$ cat src/rtl/tlb_pkg.sv
`timescale 1ns/1ps
package tlb_pkg;
  localparam int unsigned ADDR_W   = 32;
  localparam int unsigned PG_OFS_W = 13;
  localparam int unsigned PN_W     = ADDR_W - PG_OFS_W;
  localparam int unsigned FLG_W    = 10;

  // flag positions in the translation word
  localparam int unsigned FLG_CI = 1;
  localparam int unsigned FLG_UR = 6;
  localparam int unsigned FLG_UW = 7;
  localparam int unsigned FLG_SR = 8;
  localparam int unsigned FLG_SW = 9;
  localparam int unsigned FLG_SX = 6;
  localparam int unsigned FLG_UX = 7;

  typedef struct packed {
    logic [PN_W-1:0] vpn;
    logic            vld;
  } tag_t;

  typedef struct packed {
    logic [PN_W-1:0]  ppn;
    logic [FLG_W-1:0] flg;
  } xlt_t;
endpackage

$ cat src/rtl/tlb_store.sv
`timescale 1ns/1ps
module tlb_store
  import tlb_pkg::*;
#(
  parameter int unsigned SETS   = 32,
  parameter int unsigned WAYS   = 1,
  parameter int unsigned SET_W  = $clog2(SETS),
  parameter int unsigned WAY_W  = (WAYS > 1) ? $clog2(WAYS) : 1,
  parameter int unsigned CFG_AW = 1 + WAY_W + SET_W
) (
  input  logic                 clk_i,
  input  logic                 rst_ni,
  input  logic                 we_i,
  input  logic [CFG_AW-1:0]    waddr_i,
  input  logic [ADDR_W-1:0]    wdata_i,
  input  logic [CFG_AW-1:0]    raddr_i,
  output logic [ADDR_W-1:0]    rdata_o,
  input  logic [SET_W-1:0]     lk_set_i,
  output tag_t [WAYS-1:0]      tags_o,
  output xlt_t [WAYS-1:0]      xlts_o
);
  logic             w_tr, r_tr;
  logic [WAY_W-1:0] w_way, r_way;
  logic [SET_W-1:0] w_set, r_set;

  assign {w_tr, w_way, w_set} = waddr_i;
  assign {r_tr, r_way, r_set} = raddr_i;

  tag_t [WAYS-1:0] rd_tag;
  xlt_t [WAYS-1:0] rd_xlt;

  logic unused_wdata;
  assign unused_wdata = ^wdata_i[PG_OFS_W-1:FLG_W];

  for (genvar w = 0; w < WAYS; w++) begin : g_way
    tag_t tag_q [SETS];
    xlt_t xlt_q [SETS];

    always_ff @(posedge clk_i or negedge rst_ni) begin
      if (!rst_ni) begin
        for (int s = 0; s < SETS; s++) begin
          tag_q[s] <= '0;
          xlt_q[s] <= '0;
        end
      end else if (we_i && (w_way == WAY_W'(w))) begin
        if (w_tr) xlt_q[w_set] <= xlt_t'{ppn: wdata_i[ADDR_W-1:PG_OFS_W], flg: wdata_i[FLG_W-1:0]};
        else      tag_q[w_set] <= tag_t'{vpn: wdata_i[ADDR_W-1:PG_OFS_W], vld: wdata_i[0]};
      end
    end

    assign tags_o[w] = tag_q[lk_set_i];
    assign xlts_o[w] = xlt_q[lk_set_i];
    assign rd_tag[w] = tag_q[r_set];
    assign rd_xlt[w] = xlt_q[r_set];
  end

  always_comb begin
    rdata_o = '0;
    for (int w = 0; w < WAYS; w++) begin
      if (r_way == WAY_W'(w)) begin
        if (r_tr) rdata_o = {rd_xlt[w].ppn, {(PG_OFS_W-FLG_W){1'b0}}, rd_xlt[w].flg};
        else      rdata_o = {rd_tag[w].vpn, {(PG_OFS_W-1){1'b0}}, rd_tag[w].vld};
      end
    end
  end

  AST_WR_VISIBLE: assert property (@(posedge clk_i) disable iff (!rst_ni)
    (we_i && !w_tr && (int'(w_way) < int'(WAYS)) && (waddr_i == raddr_i))
    |=> (raddr_i != $past(raddr_i)) || (rdata_o[ADDR_W-1:PG_OFS_W] == $past(wdata_i[ADDR_W-1:PG_OFS_W])));
endmodule

$ cat src/rtl/tlb_hit_sel.sv
`timescale 1ns/1ps
module tlb_hit_sel
  import tlb_pkg::*;
#(
  parameter int unsigned WAYS = 1
) (
  input  tag_t [WAYS-1:0] tags_i,
  input  xlt_t [WAYS-1:0] xlts_i,
  input  logic [PN_W-1:0] vpn_i,
  output logic            hit_o,
  output xlt_t            xlt_o
);
  logic [WAYS-1:0] match;

  for (genvar w = 0; w < WAYS; w++) begin : g_cmp
    assign match[w] = tags_i[w].vld && (tags_i[w].vpn == vpn_i);
  end

  // lowest way wins: scan downward, last write sticks
  always_comb begin
    xlt_o = '0;
    for (int w = WAYS - 1; w >= 0; w--) begin
      if (match[w]) xlt_o = xlts_i[w];
    end
  end

  assign hit_o = |match;
endmodule

$ cat src/rtl/tlb_perm_chk.sv
`timescale 1ns/1ps
module tlb_perm_chk
  import tlb_pkg::*;
#(
  parameter int unsigned INSN_SIDE = 0
) (
  input  logic [FLG_W-1:0] flg_i,
  input  logic             sup_i,
  input  logic             wr_i,
  output logic             ok_o
);
  if (INSN_SIDE != 0) begin : g_fetch
    assign ok_o = sup_i ? flg_i[FLG_SX] : flg_i[FLG_UX];
    logic unused_in;
    assign unused_in = wr_i ^ (^flg_i[FLG_W-1:FLG_UX+1]) ^ (^flg_i[FLG_SX-1:0]);
  end else begin : g_data
    assign ok_o = sup_i ? (wr_i ? flg_i[FLG_SW] : flg_i[FLG_SR])
                        : (wr_i ? flg_i[FLG_UW] : flg_i[FLG_UR]);
    logic unused_in;
    assign unused_in = ^flg_i[FLG_UR-1:0];
  end
endmodule

$ cat src/rtl/xlat_tlb.sv
`timescale 1ns/1ps
module xlat_tlb
  import tlb_pkg::*;
#(
  parameter int unsigned INSN_SIDE = 0,
  parameter int unsigned SETS      = 32,
  parameter int unsigned WAYS      = 1,
  parameter int unsigned SET_W     = $clog2(SETS),
  parameter int unsigned WAY_W     = (WAYS > 1) ? $clog2(WAYS) : 1,
  parameter int unsigned CFG_AW    = 1 + WAY_W + SET_W
) (
  input  logic              clk_i,
  input  logic              rst_ni,
  input  logic              xlat_en_i,
  input  logic              lk_req_i,
  input  logic              lk_sup_i,
  input  logic              lk_wr_i,
  input  logic [31:0]       lk_va_i,
  output logic [31:0]       lk_pa_o,
  output logic              lk_miss_o,
  output logic              lk_fault_o,
  output logic              lk_ci_o,
  output logic [31:0]       fault_ea_o,
  input  logic              cfg_we_i,
  input  logic [CFG_AW-1:0] cfg_waddr_i,
  input  logic [31:0]       cfg_wdata_i,
  input  logic [CFG_AW-1:0] cfg_raddr_i,
  output logic [31:0]       cfg_rdata_o
);
  logic [SET_W-1:0] lk_set;
  tag_t [WAYS-1:0]  tags;
  xlt_t [WAYS-1:0]  xlts;
  xlt_t             hit_xlt;
  logic             hit, perm_ok, xlate;
  logic [31:0]      fea_q;

  assign lk_set = lk_va_i[PG_OFS_W +: SET_W];

  tlb_store #(
    .SETS(SETS), .WAYS(WAYS), .SET_W(SET_W), .WAY_W(WAY_W), .CFG_AW(CFG_AW)
  ) i_store (
    .clk_i    (clk_i),
    .rst_ni   (rst_ni),
    .we_i     (cfg_we_i),
    .waddr_i  (cfg_waddr_i),
    .wdata_i  (cfg_wdata_i),
    .raddr_i  (cfg_raddr_i),
    .rdata_o  (cfg_rdata_o),
    .lk_set_i (lk_set),
    .tags_o   (tags),
    .xlts_o   (xlts)
  );

  tlb_hit_sel #(.WAYS(WAYS)) i_hit_sel (
    .tags_i (tags),
    .xlts_i (xlts),
    .vpn_i  (lk_va_i[ADDR_W-1:PG_OFS_W]),
    .hit_o  (hit),
    .xlt_o  (hit_xlt)
  );

  tlb_perm_chk #(.INSN_SIDE(INSN_SIDE)) i_perm (
    .flg_i (hit_xlt.flg),
    .sup_i (lk_sup_i),
    .wr_i  (lk_wr_i),
    .ok_o  (perm_ok)
  );

  assign xlate      = xlat_en_i && hit;
  assign lk_pa_o    = xlate ? {hit_xlt.ppn, lk_va_i[PG_OFS_W-1:0]} : lk_va_i;
  assign lk_ci_o    = xlate && hit_xlt.flg[FLG_CI];
  assign lk_miss_o  = lk_req_i && xlat_en_i && !hit;
  assign lk_fault_o = lk_req_i && xlate && !perm_ok;

  always_ff @(posedge clk_i or negedge rst_ni) begin
    if (!rst_ni)                       fea_q <= '0;
    else if (lk_miss_o || lk_fault_o)  fea_q <= lk_va_i;
  end
  assign fault_ea_o = fea_q;

  AST_MISS_FAULT_EXCL: assert property (@(posedge clk_i) disable iff (!rst_ni)
    !(lk_miss_o && lk_fault_o));
  AST_BYPASS_FLAT: assert property (@(posedge clk_i) disable iff (!rst_ni)
    !xlat_en_i |-> (lk_pa_o == lk_va_i) && !lk_miss_o && !lk_fault_o && !lk_ci_o);
  AST_OFS_PASS: assert property (@(posedge clk_i) disable iff (!rst_ni)
    lk_pa_o[PG_OFS_W-1:0] == lk_va_i[PG_OFS_W-1:0]);
  AST_IDLE_QUIET: assert property (@(posedge clk_i) disable iff (!rst_ni)
    !lk_req_i |-> !lk_miss_o && !lk_fault_o);
  AST_EA_CAPTURE: assert property (@(posedge clk_i) disable iff (!rst_ni)
    (lk_miss_o || lk_fault_o) |=> fault_ea_o == $past(lk_va_i));
  AST_EA_HOLD: assert property (@(posedge clk_i) disable iff (!rst_ni)
    !(lk_miss_o || lk_fault_o) |=> $stable(fault_ea_o));
endmodule

$ cat config.mk
export PLATFORM = sky130hd
export DESIGN_NAME = xlat_tlb
export DESIGN_NICKNAME = d
export VERILOG_FILES = /design/src/rtl/tlb_pkg.sv /design/src/rtl/tlb_store.sv /design/src/rtl/tlb_hit_sel.sv /design/src/rtl/tlb_perm_chk.sv /design/src/rtl/xlat_tlb.sv
export SDC_FILE = /design/constraint.sdc
export NUM_CORES = 2
export LEC_CHECK = 0
export BUFFER_PORTS_ARGS = -buffer_cell sky130_fd_sc_hd__buf_2
export CORE_UTILIZATION = 30
export CTS_BUF_LIST = sky130_fd_sc_hd__clkbuf_16
export DETAILED_ROUTE_END_ITERATION = 8
export GPL_ROUTABILITY_DRIVEN = 1
export HOLD_SLACK_MARGIN = 0.1
export SLEW_MARGIN = 20
export SYNTH_ARGS = -nofsm -noshare
export SYNTH_HDL_FRONTEND = slang
export SYNTH_HIERARCHICAL = 1
export SYNTH_SLANG_ARGS = --single-unit
$ cat constraint.sdc
create_clock -name clk_i -period 7.6 [get_ports clk_i]
set_input_delay 1.9 -clock clk_i [delete_from_list [all_inputs] [get_ports clk_i]]
set_output_delay 1.9 -clock clk_i [all_outputs]
set_load 0.05 [all_outputs]
# Word level (Yosys, flattened, before mapping)
# Index checks and enable logic that the tools add are counted.
totals:
  ff_bits: 1600
  out_inout_bits: 99
classes:
  n_bitwise: 5
  n_lt_le_gt_ge: 4
  reduce_logical: 14
  n_mux: 25
  n_eq_ne: 1
op_table:
  columns: ["operator", "n"]
  rows:
  - ["928-bit bitwise mux", 1]
  - ["640-bit bitwise mux", 1]
  - ["29-bit binary-select mux with 5-bit select", 2]
  - ["20-bit binary-select mux with 5-bit select", 2]
  - ["29-bit 2-to-1 mux", 6]
  - ["29-bit demux with 5-bit select", 1]
  - ["20-bit demux with 5-bit select", 1]
  - ["20-bit 2-to-1 mux", 5]
  - ["32-bit 2-to-1 mux", 3]
  - ["19-bit == test", 1]
  - ["6-bit greater-or-equal comparator, second input constant", 3]
  - ["5-bit inverter with 6-bit output", 3]
  - ["1-bit logical AND", 9]
  - ["6-bit by 1-bit less-than comparator with 1-bit output, second input constant", 1]
  - ["2-bit AND reduction", 2]
  - ["1-bit 2-to-1 mux", 3]
  - ["1-bit zero test", 2]
  - ["1-bit inverter", 2]
  - ["1-bit logical OR", 1]

# Depth between registers and ports, before layout
depth:
  word_depth: 12
  mapped_depth: 15

# Hierarchy
# Netlist, hierarchy kept.
by_module_without_submodules:
  columns: ["mod", "cells_each", "area_each_um2", "seq_area_each_um2", "instances"]
  rows:
  - ["tlb_store", 5216, 83368.7, 39237.6, 1]
  - ["xlat_tlb", 107, 1696.6, 800.8, 1]
  - ["tlb_hit_sel", 62, 425.4, 0.0, 1]
  - ["tlb_perm_chk", 1, 22.5, 0.0, 1]

# Worst setup path before layout
# OpenSTA, ideal clock, no wires.
synth_timing:
  path_kind: "input-to-output"
  startpoint: "input lk_va_i[13]"
  endpoint: "output lk_fault_o"
  arrival_ns: 6.081
  path_buffers: 3
  slack_ns: -0.381
  required_time_ns: 5.700
  stages: 12
  cell_sequence: "buf_2 > clkbuf_1 > mux4_2 > mux4_2 > mux2_2 > xnor2_1 > nand4_1 > nor3_2 > buf_2 > and3_1 > mux4_2 > nor3b_1"
synth_rtl:
  columns: ["element", "line", "rtl"]
  rows:
  - ["start, declared", "xlat_tlb.sv:18", "input logic [31:0] lk_va_i,"]
  - ["end, declared", "xlat_tlb.sv:21", "output logic lk_fault_o,"]

==> flow_summary.json <==
{
  "initial_core_util": 0.302,
  "drive_above_1_share": 0.597,
  "num_rows": 194,
  "first_iter_violations": 5072,
  "h-tree-depth": 4,
  "pin_count": 184,
  "grt_pass1_wl_um": 407000,
  "p_sw_frac": 0.268,
  "slew_viol_final": 0,
  "dr_wl_met3_um": 19600,
  "netlist_instances": 5326,
  "post-route-period-util": 1.00,
  "core_mm2": 0.279,
  "syn_area_mm2": 0.0843,
  "clkTransAtPathRegs_ns": 0.06,
  "gp_congestion": 0.826,
  "pwr-share-seq": 0.466,
  "fmax_mhz": 131,
  "fin_util": 0.344,
  "tightestPinTransition_ns": 1.29,
  "cts_sinks": 1600,
  "wl_met2_um": 133000,
  "fillers": 26600,
  "cts_hold_buf": 0,
  "top_layer": "met5",
  "fin_ws_ns": -0.0117,
  "port_buffers": 177,
  "grt_max_degree": 171,
  "worstPathArrival_ns": 5.71,
  "hold_viol_final": 0,
  "cp_max_fo": 6,
  "vias": 52100,
  "die_h_um": 532,
  "cts-root-buf": "clkbuf_16",
  "ant_nets": 0,
  "wl_per_cell_um": 30.6,
  "cts_buffers": 173,
  "die_w_um": 532,
  "intPower_mw": 15.3,
  "end_kind": "output pin",
  "slew_headroom": 0.134,
  "p_switching_mw": 5.60,
  "final_area_mm2": 0.0961,
  "die-area_mm2": 0.283,
  "cp-start-kind": "primary input",
  "placed_area_mm2": 0.0903,
  "outcome": "finished with violations",
  "mostFrequentLayoutCells": "mux2_2 (1,654), dfrtp_1 (1,600), mux4_2 (800)",
  "grt_pass1_vias": 54500,
  "critPathKind": "primary input to output pin",
  "setup_viol": 2,
  "pwr-share-comb": 0.150,
  "layout_commonest_cell": "mux2_2",
  "maxCapViolations": 0,
  "hold_path.class": "register to register",
  "violations": "DRC, setup timing",
  "grt_use_total": 0.197,
  "syn_to_final_growth_pct": 14.1,
  "first_pass_iters": 9,
  "power_frac_clock": 0.384,
  "hpwl_um": 170000,
  "pwr_density_cell_mw_per_mm2": 217,
  "clk_path_buf_depth": 4,
  "skew_ns": 0.0372,
  "cts_tree": "built",
  "fin_crit_ns": 7.61,
  "wl_met1_um": 117000,
  "ir_worst_vdd_uv": 186,
  "syn_area_per_cell_um2": 15.8,
  "drc": 132,
  "via_per_inst": 5.67,
  "overflow": 0,
  "p_leak_nw": 43.3,
  "clk_latency_ns": 0.83,
  "num-nets-final": 5425,
  "wl_um": 282000,
  "cp.required_ns": 5.70,
  "synth_warnings": 6,
  "grt_antenna_before_repair": 32
}
## what timing repair did
action | CTS | global route
gates cloned | 7 | 1
pin swaps | 9 | 11
setup buffers | 12 | 2
setup endpoints to repair | 21 | 20
resized for setup | 59 | 27
## per-layer routing
metal	track usage	vias up
li1	-	20600
met1	0.267	28700
met3	0.0335	586
met5	0	-
met2	0.317	2156
met4	0.0751	14
## worst paths after layout
kind	startpoint	cells past startpoint	to	slack [ns]
min in group asynchronous	rst_ni	1	i_store/g_way[0].xlt_q[496]$_DFFE_PN0P_	1.01
max in group asynchronous	rst_ni	2	i_store/g_way[0].tag_q[638]$_DFFE_PN0P_	4.80
worst min-delay path	i_store/g_way[0].xlt_q[841]$_DFFE_PN0P_	1	i_store/g_way[0].xlt_q[841]$_DFFE_PN0P_	0.50
worst min register to register	i_store/g_way[0].xlt_q[841]$_DFFE_PN0P_	1	i_store/g_way[0].xlt_q[841]$_DFFE_PN0P_	0.50
worst max-delay path	lk_va_i[13]	14	lk_pa_o[26]	-0.01
worst max register to register	i_store/g_way[0].tag_q[326]$_DFFE_PN0P_	14	fault_ea_o[1]$_DFFE_PN0P_	3.00
## layout make-up
| cell class | instances | area, um2 | share of cell area |
|---|---|---|---|
| clock inverters | 118 | 749 | 0.00780 |
| diodes | 11 | 27.5 | 0.000286 |
| multi-input cells | 3109 | 41900 | 0.436 |
| clock buffers | 176 | 4400 | 0.0458 |
| flip-flops and latches | 1600 | 40000 | 0.416 |
| well taps | 3724 | 4660 | 0.0485 |
| repair buffers | 456 | 4320 | 0.0450 |
## state kept, by name, summed over array words and instances, names as in the netlist
register / flops
fault_ea_o: 32
i_store/g_way.tag_q: 640
i_store/g_way.xlt_q: 928
## power groups by stage
stage	logic (mW)	clock network [mW]	registers [mW]
after floorplan	2.07	0	9.78
after global placement	3.03	0	9.80
after detailed placement	3.09	0	9.86
after CTS	3.14	8.18	9.71
after global routing	3.31	8.53	9.81
final	3.13	8.02	9.72
## worst max-delay path, stage by stage
cell and delay [ns]:
buf_16 0.14, buf_16 0.16, buf_12 0.14, mux4_2 0.50
mux4_2 0.54, mux2_4 0.33, xnor2_4 0.22, nand4_1 0.26
nor3_4 0.34, and2_4 0.27, nand2_8 0.08, bufbuf_16 0.28
mux2_4 0.34, buf_8 0.16
## metrics by stage
| stage | instances | TNS, ns | power (mW) | hold slack, ns | worst slack, ns |
|---|---|---|---|---|---|
| detailed placement | 8873 | -5.23 | 13.0 | 0.486 | -0.317 |
| global route | 9187 | -0.00232 | 21.7 | 0.512 | -0.00232 |
| floorplan | 5328 | 0 | 11.8 | 0.474 | 0.102 |
| finish | 9194 | -0.0121 | 20.9 | 0.499 | -0.0117 |
| CTS | 9183 | 0 | 21.0 | 0.502 | 0.0187 |
| global placement | 8871 | -5.68 | 12.8 | 0.482 | -0.339 |
Power figures use the tool's default switching activity.
